### src/rtl/alu_status_pkg.sv
package alu_status_pkg;

  localparam int SREG_W = 8;

  localparam int B_C = 0;
  localparam int B_Z = 1;
  localparam int B_N = 2;
  localparam int B_V = 3;
  localparam int B_S = 4;
  localparam int B_H = 5;
  localparam int B_T = 6;
  localparam int B_I = 7;

  typedef enum logic [2:0] {
    OP_ADD  = 3'd0,
    OP_SUB  = 3'd1,
    OP_INC  = 3'd2,
    OP_DEC  = 3'd3,
    OP_PASS = 3'd4
  } alu_op_e;

endpackage

### src/rtl/alu_arith_core.sv
module alu_arith_core
  import alu_status_pkg::*;
#(
  parameter int WIDTH = 8
) (
  input  logic [WIDTH-1:0] a,
  input  logic [WIDTH-1:0] b,
  input  logic [2:0]       op,
  output logic [WIDTH-1:0] res,
  output logic             c_flag,
  output logic             h_flag,
  output logic             v_flag,
  output logic             cy_upd
);
  localparam int HALF = WIDTH / 2;
  localparam logic [WIDTH-1:0] ONE = {{(WIDTH-1){1'b0}}, 1'b1};

  logic [WIDTH:0] wide;
  logic [HALF:0]  nib;

  always_comb begin
    wide   = '0;
    nib    = '0;
    res    = b;
    c_flag = 1'b0;
    h_flag = 1'b0;
    v_flag = 1'b0;
    cy_upd = 1'b0;
    case (alu_op_e'(op))
      OP_ADD: begin
        wide   = {1'b0, a} + {1'b0, b};
        nib    = {1'b0, a[HALF-1:0]} + {1'b0, b[HALF-1:0]};
        res    = wide[WIDTH-1:0];
        c_flag = wide[WIDTH];
        h_flag = nib[HALF];
        v_flag = (a[WIDTH-1] ~^ b[WIDTH-1]) & (wide[WIDTH-1] ^ a[WIDTH-1]);
        cy_upd = 1'b1;
      end
      OP_SUB: begin
        wide   = {1'b0, a} - {1'b0, b};
        nib    = {1'b0, a[HALF-1:0]} - {1'b0, b[HALF-1:0]};
        res    = wide[WIDTH-1:0];
        c_flag = wide[WIDTH];
        h_flag = nib[HALF];
        v_flag = (a[WIDTH-1] ^ b[WIDTH-1]) & (wide[WIDTH-1] ^ a[WIDTH-1]);
        cy_upd = 1'b1;
      end
      OP_INC: begin
        res    = a + ONE;
        v_flag = ~a[WIDTH-1] & res[WIDTH-1];
      end
      OP_DEC: begin
        res    = a - ONE;
        v_flag = a[WIDTH-1] & ~res[WIDTH-1];
      end
      default: begin
        res    = b;
        v_flag = 1'b0;
      end
    endcase
  end
endmodule

### src/rtl/alu_flag_eval.sv
module alu_flag_eval #(
  parameter int WIDTH = 8
) (
  input  logic [WIDTH-1:0] res,
  input  logic             v_flag,
  output logic             z_flag,
  output logic             n_flag,
  output logic             s_flag
);
  always_comb begin
    z_flag = (res == '0);
    n_flag = res[WIDTH-1];
    s_flag = n_flag ^ v_flag;
  end
endmodule

### src/rtl/alu_sreg_reg.sv
module alu_sreg_reg
  import alu_status_pkg::*;
(
  input  logic              clk,
  input  logic              rst,
  input  logic              wr,
  input  logic [SREG_W-1:0] wdata,
  input  logic              upd,
  input  logic              cy_upd,
  input  logic              c_flag,
  input  logic              h_flag,
  input  logic              v_flag,
  input  logic              z_flag,
  input  logic              n_flag,
  input  logic              s_flag,
  output logic [SREG_W-1:0] sreg
);
  logic [SREG_W-1:0] nxt;

  always_comb begin
    nxt = sreg;
    if (wr) begin
      nxt = wdata;
    end else if (upd) begin
      nxt[B_Z] = z_flag;
      nxt[B_N] = n_flag;
      nxt[B_V] = v_flag;
      nxt[B_S] = s_flag;
      if (cy_upd) begin
        nxt[B_C] = c_flag;
        nxt[B_H] = h_flag;
      end
    end
  end

  always_ff @(posedge clk) begin
    if (rst) sreg <= '0;
    else     sreg <= nxt;
  end
endmodule

### src/rtl/alu_status_unit.sv
module alu_status_unit
  import alu_status_pkg::*;
#(
  parameter int WIDTH = 8
) (
  input  logic              clk,
  input  logic              rst,
  input  logic [WIDTH-1:0]  opa,
  input  logic [WIDTH-1:0]  opb,
  input  logic [2:0]        op,
  input  logic              flag_en,
  input  logic              sreg_wr,
  input  logic [SREG_W-1:0] sreg_wdata,
  output logic [WIDTH-1:0]  res,
  output logic [SREG_W-1:0] sreg
);
  logic c_f, h_f, v_f, z_f, n_f, s_f, cy_f;

  alu_arith_core #(.WIDTH(WIDTH)) u_core (
    .a(opa), .b(opb), .op(op), .res(res),
    .c_flag(c_f), .h_flag(h_f), .v_flag(v_f), .cy_upd(cy_f)
  );

  alu_flag_eval #(.WIDTH(WIDTH)) u_eval (
    .res(res), .v_flag(v_f), .z_flag(z_f), .n_flag(n_f), .s_flag(s_f)
  );

  alu_sreg_reg u_sreg (
    .clk(clk), .rst(rst), .wr(sreg_wr), .wdata(sreg_wdata),
    .upd(flag_en), .cy_upd(cy_f),
    .c_flag(c_f), .h_flag(h_f), .v_flag(v_f),
    .z_flag(z_f), .n_flag(n_f), .s_flag(s_f),
    .sreg(sreg)
  );
endmodule

### config.mk
export PLATFORM = sky130hd
export DESIGN_NAME = alu_status_unit
export DESIGN_NICKNAME = d
export VERILOG_FILES = /design/src/rtl/alu_status_pkg.sv /design/src/rtl/alu_arith_core.sv /design/src/rtl/alu_flag_eval.sv /design/src/rtl/alu_sreg_reg.sv /design/src/rtl/alu_status_unit.sv
export SDC_FILE = /design/constraint.sdc
export NUM_CORES = 1
export LEC_CHECK = 0
export BUFFER_PORTS_ARGS = -buffer_cell sky130_fd_sc_hd__buf_2
export CORE_UTILIZATION = 50
export DETAILED_ROUTE_END_ITERATION = 10
export PLACE_DENSITY = 0.74
export SLEW_MARGIN = 15
export SYNTH_ARGS = -nofsm -noshare
export SYNTH_HDL_FRONTEND = slang
export SYNTH_SLANG_ARGS = --single-unit
export TNS_END_PERCENT = 1
### constraint.sdc
create_clock -name clk -period 3.9 [get_ports clk]
set_clock_uncertainty 0.1 [all_clocks]
set_input_delay 0.975 -clock clk [delete_from_list [all_inputs] [get_ports clk]]
set_output_delay 0.975 -clock clk [all_outputs]
set_load 0.05 [all_outputs]
==> impl_metrics.yaml <==
global_route:
  globalRoute.totalOverflow: 0
  first_global_vias: 2413
  grt_first_pass_wirelength_um: 10800
  antenna_violations_before_repair: 0
  grt_use_total: 0.331
  pin_count_of_the_biggest_net_entering_global_routing: 29
drt:
  route.antenna.remaining_nets: 0
  vias_per_instance: 6.00
  wirelength_um: 6630
  detailed_router_iteration_count_before_antenna_repair: 5
  route.detailed.drc: 0
  routed_wire_length_per_instance_um: 16.2
  initialDrtViolationCount: 183
  vias: 2460
setup_path:
  timing_worst_setup_path_type: "in2out"
  path_cells: "buf_6 > or3_4 > nor3_4 > nor3b_2 > ha_1 > a31oi_1 > o311a_1 > o2111ai_2 > a21oi_2 > a22oi_2 > buf_6"
  timing.critical_path.required_ns: 2.82
  worst-path-max-fanout: 2
  end_kind: "output port"
  setup.worst_path.start_class: "input pin"
  cpPeakStageDelay_ns: 0.39
  worstRegToRegCells: 4
  slowest_stage: "sky130_fd_sc_hd__or3_4"
  cp_data_arrival_time_ns: 2.98
  timing.critical_path.mode_cell: "sky130_fd_sc_hd__buf_6"
floorplanning:
  design.die.area_um2: 4130
  core_um2: 3690
  floorplan.die.height_um: 64.3
  fp.dieW_um: 64.3
  num_rows: 22
  starting_utilization_of_the_core_area: 0.526
  io_pins: 47
power:
  cell_internal_pwr_mw: 0.331
  power-per-cell-area_nw_per_um2: 211
  power.static_leakage_nw: 1.33
  clock_power_share: 0.171
  swShare: 0.447
  power_switching_mw: 0.267
  max-vdd-ir-drop_v: 0.000170
  power.total_mw: 0.598
  power.share.combinational: 0.677
  seq_power_share: 0.152
logic_synthesis:
  yosys.area_share.simple: 0.262
  yosys_warnings: 0
  synth.distinct_cells: 59
  synth.mux.area_fraction: 0.0638
  syn-instance-count: 266
  largest_family_of_logic_cells_by_synthesized_area: "compound AO/OA/AOI/OAI gates"
  synthAdderAreaFrac: 0.182
  synth.ff_latch_count: 8
  proportion_of_synthesized_chip_area_in_sequential_cells: 0.0825
  synth-async-reset-ratio: 0
  mappedNetlistArea_um2: 1940
  syn_avg_cell_area_um2: 7.30
  synth_xor_xnor_area_share: 0.0451
  synth-edff-count: 0
  synth-compound-area-share: 0.280
  synth_flop_cell: "sky130_fd_sc_hd__dfxtp_1"
  synth_fp_nets: 324
place:
  postPlaceCellArea_um2: 2550
  place_congestion: 0.961
  placement.io_buffers: 46
  dp.final_hpwl_um: 4810
  placement.setup.worst_slack_ns: -0.301
sta:
  final_hold_viol_count: 0
  grt_setup_unrepaired: "yes"
  timing_worst_slew_pin_value_ns: 0.545
  fin_crit_period_ns: 4.06
  slew_viol_final: 0
  max_freq_mhz: 246
  setup_tns_ns: -0.386
  finalWorstSetupSlack_ns: -0.157
  min_period_over_period: 1.04
  max-slew-margin-rel: 0.631
  final_setup_violations: 4
cells_and_area:
  post_route_cells_drive_above_1_share: 0.392
  largest_reg_flops: 8
  sequential_cell_area_um2: 160
  final_nets: 422
  number_of_diodes_added_for_antenna_fixing: 0
  multiInputGateArea_um2: 1730
  registers.top_by_ff_count: "u_sreg.sreg"
  finish.utilization: 0.767
  layout.cell_area.non_filler_um2: 2830
  reg_top3: "u_sreg.sreg x8"
  n_fill_cell: 271
  areaGrowthSynthToFinish_pct: 45.8
min_path:
  hold-path-cell-count: 2
  hp-class: "reg2reg"
clocking:
  cts.path.max_buffers: 2
  cts_made_buffers: 3
  cts_tree: "yes"
  clk_pin_slew_worst_paths_ns: 0.04
  ctsHtreeMaxLevel: 1
  clk_sink_count: 8
  worstSkewPairLatency_ns: 0.23
  holdBufCountCts: 0
  cts.root.buffer_cell: "sky130_fd_sc_hd__clkbuf_8"
status:
  violations: "setup timing"
  status: "finished, violations left"
flow_run:
  max_cap_violations: 0
## repair_timing
item,CTS,global route
setup buffers,13,0
pin swaps,4,2
setup endpoints to repair,5,6
gates resized for setup,24,7
## power by group through the flow
| stage | Clock, mW | Combinational, mW | Sequential (mW) |
|---|---|---|---|
| 3_5_place_dp | 0 | 0.348 | 0.0921 |
| 3_3_place_gp | 0 | 0.344 | 0.0918 |
| 4_1_cts | 0.104 | 0.389 | 0.0908 |
| 2_1_floorplan | 0 | 0.201 | 0.112 |
| 5_1_grt | 0.109 | 0.434 | 0.0911 |
| 6_report | 0.102 | 0.405 | 0.0909 |
## Yosys cell counts, types with 2 or more instances
cell type / n / share of area
sky130_fd_sc_hd__or4b_2: 2 / 0.010
sky130_fd_sc_hd__ha_1: 25 / 0.16
sky130_fd_sc_hd__o31ai_1: 4 / 0.015
sky130_fd_sc_hd__and2_1: 2 / 0.0064
sky130_fd_sc_hd__a22oi_1: 2 / 0.0077
sky130_fd_sc_hd__inv_1: 25 / 0.048
sky130_fd_sc_hd__mux2_2: 3 / 0.017
sky130_fd_sc_hd__o22ai_1: 2 / 0.0064
sky130_fd_sc_hd__o211ai_1: 5 / 0.019
sky130_fd_sc_hd__nor3b_1: 2 / 0.0077
sky130_fd_sc_hd__a31oi_1: 2 / 0.0064
sky130_fd_sc_hd__nand3_1: 5 / 0.013
sky130_fd_sc_hd__o311a_1: 2 / 0.010
sky130_fd_sc_hd__nor2b_1: 7 / 0.023
sky130_fd_sc_hd__dfxtp_1: 8 / 0.083
sky130_fd_sc_hd__xor2_1: 3 / 0.014
sky130_fd_sc_hd__a2111oi_0: 3 / 0.014
sky130_fd_sc_hd__mux2i_1: 9 / 0.046
sky130_fd_sc_hd__nand2b_1: 11 / 0.035
sky130_fd_sc_hd__buf_2: 5 / 0.013
sky130_fd_sc_hd__a211oi_1: 4 / 0.015
sky130_fd_sc_hd__clkbuf_1: 7 / 0.014
sky130_fd_sc_hd__a211o_1: 2 / 0.0090
sky130_fd_sc_hd__nor4b_1: 3 / 0.014
sky130_fd_sc_hd__a21oi_1: 17 / 0.044
sky130_fd_sc_hd__nor3_1: 10 / 0.026
sky130_fd_sc_hd__nand4_1: 2 / 0.0064
sky130_fd_sc_hd__a221oi_1: 4 / 0.018
sky130_fd_sc_hd__or3_1: 3 / 0.0097
sky130_fd_sc_hd__nand2_1: 19 / 0.037
sky130_fd_sc_hd__fa_1: 2 / 0.021
sky130_fd_sc_hd__nor4_1: 2 / 0.0064
sky130_fd_sc_hd__o32ai_1: 2 / 0.0090
sky130_fd_sc_hd__xnor2_1: 7 / 0.032
sky130_fd_sc_hd__buf_4: 2 / 0.0077
sky130_fd_sc_hd__nor2_1: 19 / 0.037
sky130_fd_sc_hd__a21o_1: 2 / 0.0077
sky130_fd_sc_hd__o21ai_0: 11 / 0.028
## final cells by class
| type | count | area share |
|---|---|---|
| sequential | 8 | 0.0566 |
| tap | 48 | 0.0212 |
| multi-input combinational | 218 | 0.611 |
| inverter | 26 | 0.0345 |
| timing repair buffer | 107 | 0.263 |
| clock buffer | 3 | 0.0146 |
## logic make-up after synthesis
| logic type | after synthesis |
|---|---|
| and+or+nand+nor | 93 |
| AOI/OAI and AO/OA | 76 |
| buffers and inverters | 40 |
| xor gates and xnor gates | 10 |
| adders and majority gates | 27 |
| muxes | 12 |
| DFF | 8 |
## worst max-delay path, delay by kind of cell
family / cells / cell delay (ns)
buffers and inverters: 2 / 0.26
and+or+nand+nor: 3 / 0.70
adders and majority gates: 1 / 0.25
AOI/OAI and AO/OA: 5 / 0.78
## cells in the final DEF, fill, tap and decap left out, types with 7 or more instances in the layout
master,n
sky130_fd_sc_hd__nand2_1,19
sky130_fd_sc_hd__o21ai_0,10
sky130_fd_sc_hd__nor2_1,18
sky130_fd_sc_hd__nand2b_1,10
sky130_fd_sc_hd__dfxtp_1,8
sky130_fd_sc_hd__nor3_1,9
sky130_fd_sc_hd__nor2b_1,7
sky130_fd_sc_hd__inv_1,25
sky130_fd_sc_hd__a21oi_1,15
sky130_fd_sc_hd__buf_4,62
sky130_fd_sc_hd__ha_1,24
sky130_fd_sc_hd__xnor2_1,7
sky130_fd_sc_hd__mux2i_1,8
sky130_fd_sc_hd__buf_2,38
## worst paths after layout
kind                            slack, ns           start              to
worst max-delay path                -0.16          opa[4]          res[7]
worst min-delay path                 0.35  u_sreg.sreg[5]  u_sreg.sreg[5]
worst max register to register       2.91  u_sreg.sreg[1]  u_sreg.sreg[1]
worst min register to register       0.35  u_sreg.sreg[5]  u_sreg.sreg[5]
## metrics by stage
stage                     hold slack, ns  std cells
after global placement             0.339        394
after CTS                          0.351        410
after global routing               0.388        410
after detailed placement           0.344        394
final                              0.352        410
after floorplan                    0.567        266
## routing by layer
metal,part of all wire,GRT usage,up-vias
met5,0,0,-
met4,0.033,0.128,0
met3,0.068,0.0482,22
met2,0.48,0.571,130
met1,0.42,0.408,1132
li1,-,-,1176
No activity file was read; power rests on OpenSTA's default activity.
